`config.mk`:
```
export PLATFORM = sky130hd
export DESIGN_NAME = cgra_mesh_top
export DESIGN_NICKNAME = d
export VERILOG_FILES = /design/src/rtl/cgra_mesh_pkg.sv /design/src/rtl/cgra_cfg_ctrl.sv /design/src/rtl/cgra_tile.sv /design/src/rtl/cgra_mesh_dp.sv /design/src/rtl/cgra_mesh_top.sv
export SDC_FILE = /design/constraint.sdc
export NUM_CORES = 2
export LEC_CHECK = 0
export BUFFER_PORTS_ARGS = -buffer_cell sky130_fd_sc_hd__buf_2
export CELL_PAD_IN_SITES_DETAIL_PLACEMENT = 1
export CELL_PAD_IN_SITES_GLOBAL_PLACEMENT = 2
export CORE_AREA = 2 2 344 312
export CTS_CLUSTER_SIZE = 25
export DETAILED_ROUTE_END_ITERATION = 16
export DIE_AREA = 0 0 346 314
export GPL_TIMING_DRIVEN = 0
export HOLD_SLACK_MARGIN = 0.06
export PLACE_DENSITY_LB_ADDON = 0.1
export SETUP_SLACK_MARGIN = 0.05
export SLEW_MARGIN = 10
export SYNTH_ARGS = -nofsm -noshare
export SYNTH_HDL_FRONTEND = slang
export SYNTH_HIERARCHICAL = 1
export SYNTH_SLANG_ARGS = --single-unit
```
`constraint.sdc`:
```
create_clock -name clk -period 6.7 [get_ports clk]
set_input_delay 1.34 -clock clk [delete_from_list [all_inputs] [get_ports clk]]
set_output_delay 1.34 -clock clk [all_outputs]
set_load 0.01 [all_outputs]
```
`src/rtl/cgra_mesh_pkg.sv`:
```
package cgra_mesh_pkg;

  typedef enum logic [2:0] {
    OP_PASS = 3'd0,
    OP_ADD  = 3'd1,
    OP_SUB  = 3'd2,
    OP_AND  = 3'd3,
    OP_OR   = 3'd4,
    OP_XOR  = 3'd5,
    OP_SHL  = 3'd6,
    OP_MUL  = 3'd7
  } tileOp_e;

  localparam logic [2:0] SRC_NORTH = 3'd0;
  localparam logic [2:0] SRC_EAST  = 3'd1;
  localparam logic [2:0] SRC_WEST  = 3'd2;
  localparam logic [2:0] SRC_SOUTH = 3'd3;
  localparam logic [2:0] SRC_SELF  = 3'd4;

  typedef struct packed {
    tileOp_e    op;
    logic [2:0] srcA;
    logic [2:0] srcB;
  } tileCfg_t;

  localparam int CFG_W = $bits(tileCfg_t);

  // Strobes from the configuration control to the datapath
  typedef struct packed {
    logic     write;
    tileCfg_t word;
  } cfgStrobe_t;

endpackage

```
`src/rtl/cgra_cfg_ctrl.sv`:
```
module cgra_cfg_ctrl
  import cgra_mesh_pkg::*;
#(
  parameter int CGRA_ROWS = 2,
  parameter int CGRA_COLS = 2,
  parameter int ROW_AW    = 1,
  parameter int COL_AW    = 1,
  localparam int TILES    = CGRA_ROWS * CGRA_COLS
) (
  input  logic              cfgWe,
  input  logic [ROW_AW-1:0] cfgRow,
  input  logic [COL_AW-1:0] cfgCol,
  input  logic [CFG_W-1:0]  cfgData,
  output cfgStrobe_t        strobe,
  output logic [TILES-1:0]  tileSel
);

  assign strobe.write = cfgWe;
  assign strobe.word  = tileCfg_t'(cfgData);

  for (genvar r = 0; r < CGRA_ROWS; r++) begin : gRow
    for (genvar c = 0; c < CGRA_COLS; c++) begin : gCol
      assign tileSel[r*CGRA_COLS + c] = cfgWe
                                        && (cfgRow == ROW_AW'(r))
                                        && (cfgCol == COL_AW'(c));
    end
  end

endmodule

```
`src/rtl/cgra_tile.sv`:
```
module cgra_tile
  import cgra_mesh_pkg::*;
#(
  parameter int DATA_W = 16,
  localparam int SH_W  = (DATA_W > 1) ? $clog2(DATA_W) : 1
) (
  input  logic              clk,
  input  logic              rstN,
  input  logic              cfgWr,
  input  tileCfg_t          cfgWord,
  input  logic [DATA_W-1:0] inNorth,
  input  logic [DATA_W-1:0] inEast,
  input  logic [DATA_W-1:0] inWest,
  input  logic [DATA_W-1:0] inSouth,
  output logic [DATA_W-1:0] tileOut,
  output tileCfg_t          cfgQ
);

  logic [DATA_W-1:0] opA, opB, result;

  function automatic logic [DATA_W-1:0] pickSrc(
    input logic [2:0]        sel,
    input logic [DATA_W-1:0] n, e, w, s, self
  );
    case (sel)
      SRC_NORTH: return n;
      SRC_EAST:  return e;
      SRC_WEST:  return w;
      SRC_SOUTH: return s;
      SRC_SELF:  return self;
      default:   return '0;
    endcase
  endfunction

  always_comb begin
    opA = pickSrc(cfgQ.srcA, inNorth, inEast, inWest, inSouth, tileOut);
    opB = pickSrc(cfgQ.srcB, inNorth, inEast, inWest, inSouth, tileOut);
    case (cfgQ.op)
      OP_PASS: result = opA;
      OP_ADD:  result = opA + opB;
      OP_SUB:  result = opA - opB;
      OP_AND:  result = opA & opB;
      OP_OR:   result = opA | opB;
      OP_XOR:  result = opA ^ opB;
      OP_SHL:  result = opA << opB[SH_W-1:0];
      OP_MUL:  result = opA * opB;
      default: result = '0;
    endcase
  end

  always_ff @(posedge clk or negedge rstN) begin
    if (!rstN) begin
      cfgQ    <= '0;
      tileOut <= '0;
    end else begin
      if (cfgWr) cfgQ <= cfgWord;
      tileOut <= result;
    end
  end

endmodule

```
`src/rtl/cgra_mesh_dp.sv`:
```
module cgra_mesh_dp
  import cgra_mesh_pkg::*;
#(
  parameter int CGRA_ROWS = 2,
  parameter int CGRA_COLS = 2,
  parameter int DATA_W    = 16,
  localparam int TILES    = CGRA_ROWS * CGRA_COLS,
  localparam int NIO      = 2 * (CGRA_ROWS + CGRA_COLS),
  localparam int SOUTH0   = CGRA_COLS,
  localparam int WEST0    = 2 * CGRA_COLS,
  localparam int EAST0    = 2 * CGRA_COLS + CGRA_ROWS
) (
  input  logic                    clk,
  input  logic                    rstN,
  input  cfgStrobe_t              strobe,
  input  logic [TILES-1:0]        tileSel,
  input  logic [NIO*DATA_W-1:0]   ioIn,
  output logic [NIO*DATA_W-1:0]   ioOut,
  output logic [TILES*DATA_W-1:0] tileOutFlat,
  output logic [TILES*CFG_W-1:0]  tileCfgFlat
);

  logic [DATA_W-1:0] outQ [CGRA_ROWS][CGRA_COLS];

  for (genvar r = 0; r < CGRA_ROWS; r++) begin : gRow
    for (genvar c = 0; c < CGRA_COLS; c++) begin : gCol
      localparam int T = r * CGRA_COLS + c;
      logic [DATA_W-1:0] nIn, eIn, wIn, sIn;
      tileCfg_t          cfgQ;

      if (r == 0) begin : gNio
        assign nIn = ioIn[c*DATA_W +: DATA_W];
      end else begin : gNt
        assign nIn = outQ[r-1][c];
      end
      if (r == CGRA_ROWS-1) begin : gSio
        assign sIn = ioIn[(SOUTH0+c)*DATA_W +: DATA_W];
      end else begin : gSt
        assign sIn = outQ[r+1][c];
      end
      if (c == 0) begin : gWio
        assign wIn = ioIn[(WEST0+r)*DATA_W +: DATA_W];
      end else begin : gWt
        assign wIn = outQ[r][c-1];
      end
      if (c == CGRA_COLS-1) begin : gEio
        assign eIn = ioIn[(EAST0+r)*DATA_W +: DATA_W];
      end else begin : gEt
        assign eIn = outQ[r][c+1];
      end

      cgra_tile #(.DATA_W(DATA_W)) uTile (
        .clk     (clk),
        .rstN    (rstN),
        .cfgWr   (strobe.write && tileSel[T]),
        .cfgWord (strobe.word),
        .inNorth (nIn),
        .inEast  (eIn),
        .inWest  (wIn),
        .inSouth (sIn),
        .tileOut (outQ[r][c]),
        .cfgQ    (cfgQ)
      );

      assign tileOutFlat[T*DATA_W +: DATA_W] = outQ[r][c];
      assign tileCfgFlat[T*CFG_W +: CFG_W]   = cfgQ;
    end
  end

  for (genvar c = 0; c < CGRA_COLS; c++) begin : gIoCol
    assign ioOut[c*DATA_W +: DATA_W]          = outQ[0][c];
    assign ioOut[(SOUTH0+c)*DATA_W +: DATA_W] = outQ[CGRA_ROWS-1][c];
  end
  for (genvar r = 0; r < CGRA_ROWS; r++) begin : gIoRow
    assign ioOut[(WEST0+r)*DATA_W +: DATA_W] = outQ[r][0];
    assign ioOut[(EAST0+r)*DATA_W +: DATA_W] = outQ[r][CGRA_COLS-1];
  end

endmodule

```
`src/rtl/cgra_mesh_top.sv`:
```
module cgra_mesh_top
  import cgra_mesh_pkg::*;
#(
  parameter int CGRA_ROWS = 2,
  parameter int CGRA_COLS = 2,
  parameter int DATA_W    = 16,
  localparam int ROW_AW   = (CGRA_ROWS > 1) ? $clog2(CGRA_ROWS) : 1,
  localparam int COL_AW   = (CGRA_COLS > 1) ? $clog2(CGRA_COLS) : 1,
  localparam int NIO      = 2 * (CGRA_ROWS + CGRA_COLS),
  localparam int TILES    = CGRA_ROWS * CGRA_COLS
) (
  input  logic                  clk,
  input  logic                  rstN,
  input  logic                  cfgWe,
  input  logic [ROW_AW-1:0]     cfgRow,
  input  logic [COL_AW-1:0]     cfgCol,
  input  logic [CFG_W-1:0]      cfgData,
  input  logic [NIO*DATA_W-1:0] ioIn,
  output logic [NIO*DATA_W-1:0] ioOut
);

  cfgStrobe_t              strobe;
  logic [TILES-1:0]        tileSel;
  logic [TILES*DATA_W-1:0] tileOutFlat;
  logic [TILES*CFG_W-1:0]  tileCfgFlat;

  cgra_cfg_ctrl #(
    .CGRA_ROWS(CGRA_ROWS), .CGRA_COLS(CGRA_COLS),
    .ROW_AW(ROW_AW), .COL_AW(COL_AW)
  ) uCtrl (
    .cfgWe   (cfgWe),
    .cfgRow  (cfgRow),
    .cfgCol  (cfgCol),
    .cfgData (cfgData),
    .strobe  (strobe),
    .tileSel (tileSel)
  );

  cgra_mesh_dp #(
    .CGRA_ROWS(CGRA_ROWS), .CGRA_COLS(CGRA_COLS), .DATA_W(DATA_W)
  ) uDp (
    .clk         (clk),
    .rstN        (rstN),
    .strobe      (strobe),
    .tileSel     (tileSel),
    .ioIn        (ioIn),
    .ioOut       (ioOut),
    .tileOutFlat (tileOutFlat),
    .tileCfgFlat (tileCfgFlat)
  );

endmodule

```
; ---- Yosys cells after proc, flatten, opt, wreduce, memory -nomap -nowiden
; Cells that the tools add are included.
[word_totals]
register_bits = 100
word_cells = 140
output_inout_bits = 128
[classes]
muxes = 12
mul = 4
bitwise_logic = 14
reduce_logical = 22
n_addsub = 8
shifts = 4
n_eq_ne = 60
[ops]
columns = operator, n
row1 = $pmux 16 s5, 8
row2 = $pmux 16 s8, 4
row3 = $eq 3x2->1 const B, 24
row4 = $eq 3x3->1 const B, 24
row5 = $add 16x16->16, 4
row6 = $and 16x16->16, 4
row7 = $mul 16x16->16, 4
row8 = $or 16x16->16, 4
row9 = $shl 16x4->16, 4
row10 = $sub 16x16->16, 4
row11 = $xor 16x16->16, 4
row12 = $eq 3x1->1 const B, 12
row13 = $logic_not 3->1, 12
row14 = $logic_and 1x1->1, 10
row15 = $not 1->1, 2

; ---- Longest topological paths before layout
[depth]
depth_word = 4
ltp_mapped = 31
depth_no_buf = 26

; ---- By module
; Netlist, hierarchy kept.
[modules_own_cells]
columns = module, area_per_inst_um2, instances, cells_each, seq_area_each_um2
row1 = cgra_tile (uDp.gRow[0].gCol[1].uTile), 8969.9, 1, 1079, 625.6
row2 = cgra_tile (uDp.gRow[0].gCol[0].uTile), 8843.5, 1, 1099, 625.6
row3 = cgra_tile (uDp.gRow[1].gCol[0].uTile), 8838.5, 1, 1101, 625.6
row4 = cgra_tile (uDp.gRow[1].gCol[1].uTile), 8827.2, 1, 1111, 625.6
row5 = cgra_mesh_dp, 985.9, 1, 132, 0.0
row6 = cgra_cfg_ctrl, 112.6, 1, 14, 0.0

; ---- Worst setup path after synthesis
; OpenSTA, ideal clock, no wires.
[synth_path]
path_kind = input to register
from = input ioIn[50]
to = register uDp.gRow[1].gCol[1].uTile.tileOut[15]
setup_time_ns = 0.149
n_path_buf = 3
path_stages = 27
arrival_time_ns = 7.726
slack_ns = -1.176
required_time_ns = 6.551
path_cell_list = mux2i_1 -> o21ai_1 -> o21a_1 -> inv_2 -> clkbuf_1 -> clkbuf_1 -> buf_1 -> nor2_1 -> fa_1 -> inv_1 -> fa_1 -> inv_1 -> fa_1 -> fa_1 -> inv_1 -> fa_1 -> fa_1 -> xnor2_1 -> xnor2_1 -> xnor2_1 -> xnor2_1 -> xnor3_1 -> xnor3_1 -> xnor3_1 -> xnor2_1 -> a211oi_2 -> a22oi_1
[synth_between]
elab_chain_cells = 3
[synth_lines]
columns = item, line_no
row1 = start: declaration, cgra_mesh_top.sv:18  ; input logic [NIO*DATA_W-1:0] ioIn,
row2 = $pmux 16 s5, cgra_tile.sv:25  ; case (sel)
row3 = "$mul 16x16->16, or another cell as far along", cgra_tile.sv:46  ; OP_MUL: result = opA * opB;
row4 = $pmux 16 s8 (*), cgra_tile.sv:38  ; case (cfgQ.op)
row5 = named net uDp.gRow[1].gCol[1].uTile.result[15], cgra_tile.sv:19  ; logic [DATA_W-1:0] opA, opB, result;
row6 = end signal: assignment, cgra_tile.sv:57  ; tileOut <= result;
row7 = end: declaration, cgra_tile.sv:15  ; output logic [DATA_W-1:0] tileOut,
; Mark *: on every way through the listed nets, which the timed path passes. The rest lies on a longest branch.
; A chain may end at the register's enable or synchronous reset.

; ---- Final worst setup path
; Ends and elaborated chain as after synthesis.

==> results.sh <==
export IMPL_r2r_start="uDp/gRow[1].gCol[1].uTile/tileOut[5]"
export IMPL_final_common_cell="inv_1"
export IMPL_wl_per_cell_um=29.9
export IMPL_fill_cells=12577
export IMPL_setup_ws_ns=-0.521
export IMPL_gr_total_overflow=0
export IMPL_worst_path_buf_inv=6
export IMPL_final_layout_size_suffix_gt1_share_pct=26.2
export IMPL_cp_startpoint="ioIn[50]"
export IMPL_die_w_um=346
export IMPL_io_buffers=260
export IMPL_dieArea_um2=109000
export IMPL_drt_iter0_drc=3634
export IMPL_syn_to_final_growth_pct=22.8
export IMPL_cp_max_fo=4
export IMPL_drt_total_wl_um=190000
export IMPL_grt_use_total_pct=34.3
export IMPL_place_congestion=0.945
export IMPL_crit_slowest_cell="fa_1"
export IMPL_cts_buffers=9
export IMPL_min_from="uDp/gRow[1].gCol[0].uTile/cfgQ[2]"
export IMPL_path_class="in2reg"
export IMPL_clock_root_buffer="clkbuf_16"
export IMPL_syn_area_um2=36100
export IMPL_drv_cap=0
export IMPL_clk_pin_slew_ns=0.08
export IMPL_cp_required_ns=6.95
export IMPL_grt_max_degree=71
export IMPL_worstHoldPathCells=2
export IMPL_final_antenna_net_count=0
export IMPL_syn_nets=5330
export IMPL_fin_util_pct=42.2
export IMPL_synth_warnings=6
export IMPL_hold_class="reg2reg"
export IMPL_timing_fmax_mhz=138
export IMPL_htreeDepth=3
export IMPL_layout_common_cells="524 x inv_1, 500 x nor2_1, 343 x ha_1"
export IMPL_fin_crit_sh_pct=108
export IMPL_grt_pass1_vias=36820
export IMPL_max_slew_margin_rel_pct=17.2
export IMPL_r2r_worst_path_cells=21
export IMPL_core_um2=105000
export IMPL_hold_slack_ns=0.764
export IMPL_setup_viol_count_final=10
export IMPL_dp_worst_setup_slack_ns=-1.75
export IMPL_dp_hpwl_um=147000
export IMPL_insertion_delay_ns=0.41
export IMPL_min_period_ns=7.22
export IMPL_end_kind="register"
export IMPL_grt_pass1_wl_um=272000
export IMPL_r2r_slack_ns=-0.51
export IMPL_r2r_end="uDp/gRow[1].gCol[1].uTile/tileOut[15]"
export IMPL_hold_buffers=0
export IMPL_avgSynthCellArea_um2=8.07
export IMPL_outcome="finished with violations"
export IMPL_tns_ns=-1.82
export IMPL_finalHoldViolCount=0
export IMPL_cpMostUsedCell="fa_1"
export IMPL_cts_tree="done"
export IMPL_ios=270
export IMPL_max_stage_delay_ns=0.59
export IMPL_rows=113
export IMPL_vias=36702
export IMPL_start_util_pct=34.4
export IMPL_cp_start_kind="primary input"
export IMPL_path_delay_family="adder cells"
export IMPL_failed_checks="negative setup slack"
export IMPL_viasPerCell=5.77
export IMPL_nNetsFinal=5828
export IMPL_dr_pass1_iters=6
export IMPL_clock_path_buffers=2
export IMPL_rsz0062_at_grt="yes"
export IMPL_drc=0
export IMPL_drv_slew=0
export IMPL_die_h_um=314
export IMPL_worst_slew_pin_slew_ns=1.23
export IMPL_cts_sinks=100
export IMPL_skew_ns=0.0112
export IMPL_worstPathArrival_ns=7.47
export IMPL_whs_endpoint="uDp/gRow[1].gCol[0].uTile/cfgQ[2]"
export IMPL_antenna_found_initial=4
export IMPL_postSynthCellCount=4472
[registers in the layout (all words and copies together) (netlist names)]
register and flops:
uDp/gRow.gCol.uTile/cfgQ 36, uDp/gRow.gCol.uTile/tileOut 64
[per-layer routing]
metal  track usage [%]  share of wire (%)  vias to the layer above  wire, µm
li1                  -                  -                    16012         -
met1              49.1                 45                    18679     84800
met2              51.9                 43                     1729     81100
met3              7.15                9.5                      282     18000
met4              10.1                3.4                        0      6490
met5                 0                  0                        -         0
[what timing repair did]
| item | in CTS | in global routing |
|---|---|---|
| buffers inserted | 170 | 73 |
| pin swaps | 121 | 93 |
| endpoints found under the setup margin | 31 | 25 |
| gates resized for setup | 407 | 222 |
| gates cloned | 3 | 1 |
[how the worst max path moves through the flow]
stage	endpoint	slack (ns)	cells after the start
floorplan	uDp/gRow[1].gCol[0].uTile/tileOut[15]	-0.34	26
global route	uDp/gRow[1].gCol[1].uTile/tileOut[15]	-0.69	25
detailed placement	uDp/gRow[1].gCol[1].uTile/tileOut[15]	-1.75	22
finish	uDp/gRow[1].gCol[1].uTile/tileOut[15]	-0.52	26
global placement	uDp/gRow[1].gCol[1].uTile/tileOut[15]	-1.65	26
CTS	uDp/gRow[1].gCol[1].uTile/tileOut[15]	-0.42	26
[metrics by stage]
stage | area, µm² | instances
after floorplan | 36500 | 4472
after global placement | 39500 | 6112
after detailed placement | 39600 | 6113
after CTS | 42700 | 6284
after global routing | 44300 | 6357
final | 44300 | 6362
[area by class of cell]
class,instances,area (µm²),share of cell area (%)
Clock inverter,6,73.8,0.167
Sequential cell,100,2530,5.71
Buffer,306,2660,6.01
Timing Repair Buffer,505,3550,8.00
Tap cell,1380,1730,3.90
Antenna cell,7,17.5,0.0395
Inverter,620,2540,5.73
Clock buffer,10,239,0.539
Multi-Input combinational cell,3426,31000,69.8
Timing Repair inverter,2,25.0,0.0565
[worst min-delay path: cells and delay by family (launching register included)]
kind	cells	cell delay, ns
buffers and inverters	1	0.14
flip-flops	1	0.41
AO/OA/AOI/OAI	1	0.18
Power is left out: the tool's default activity adds up to more than one toggle a clock period on the data nets, which glitch-free logic cannot reach.
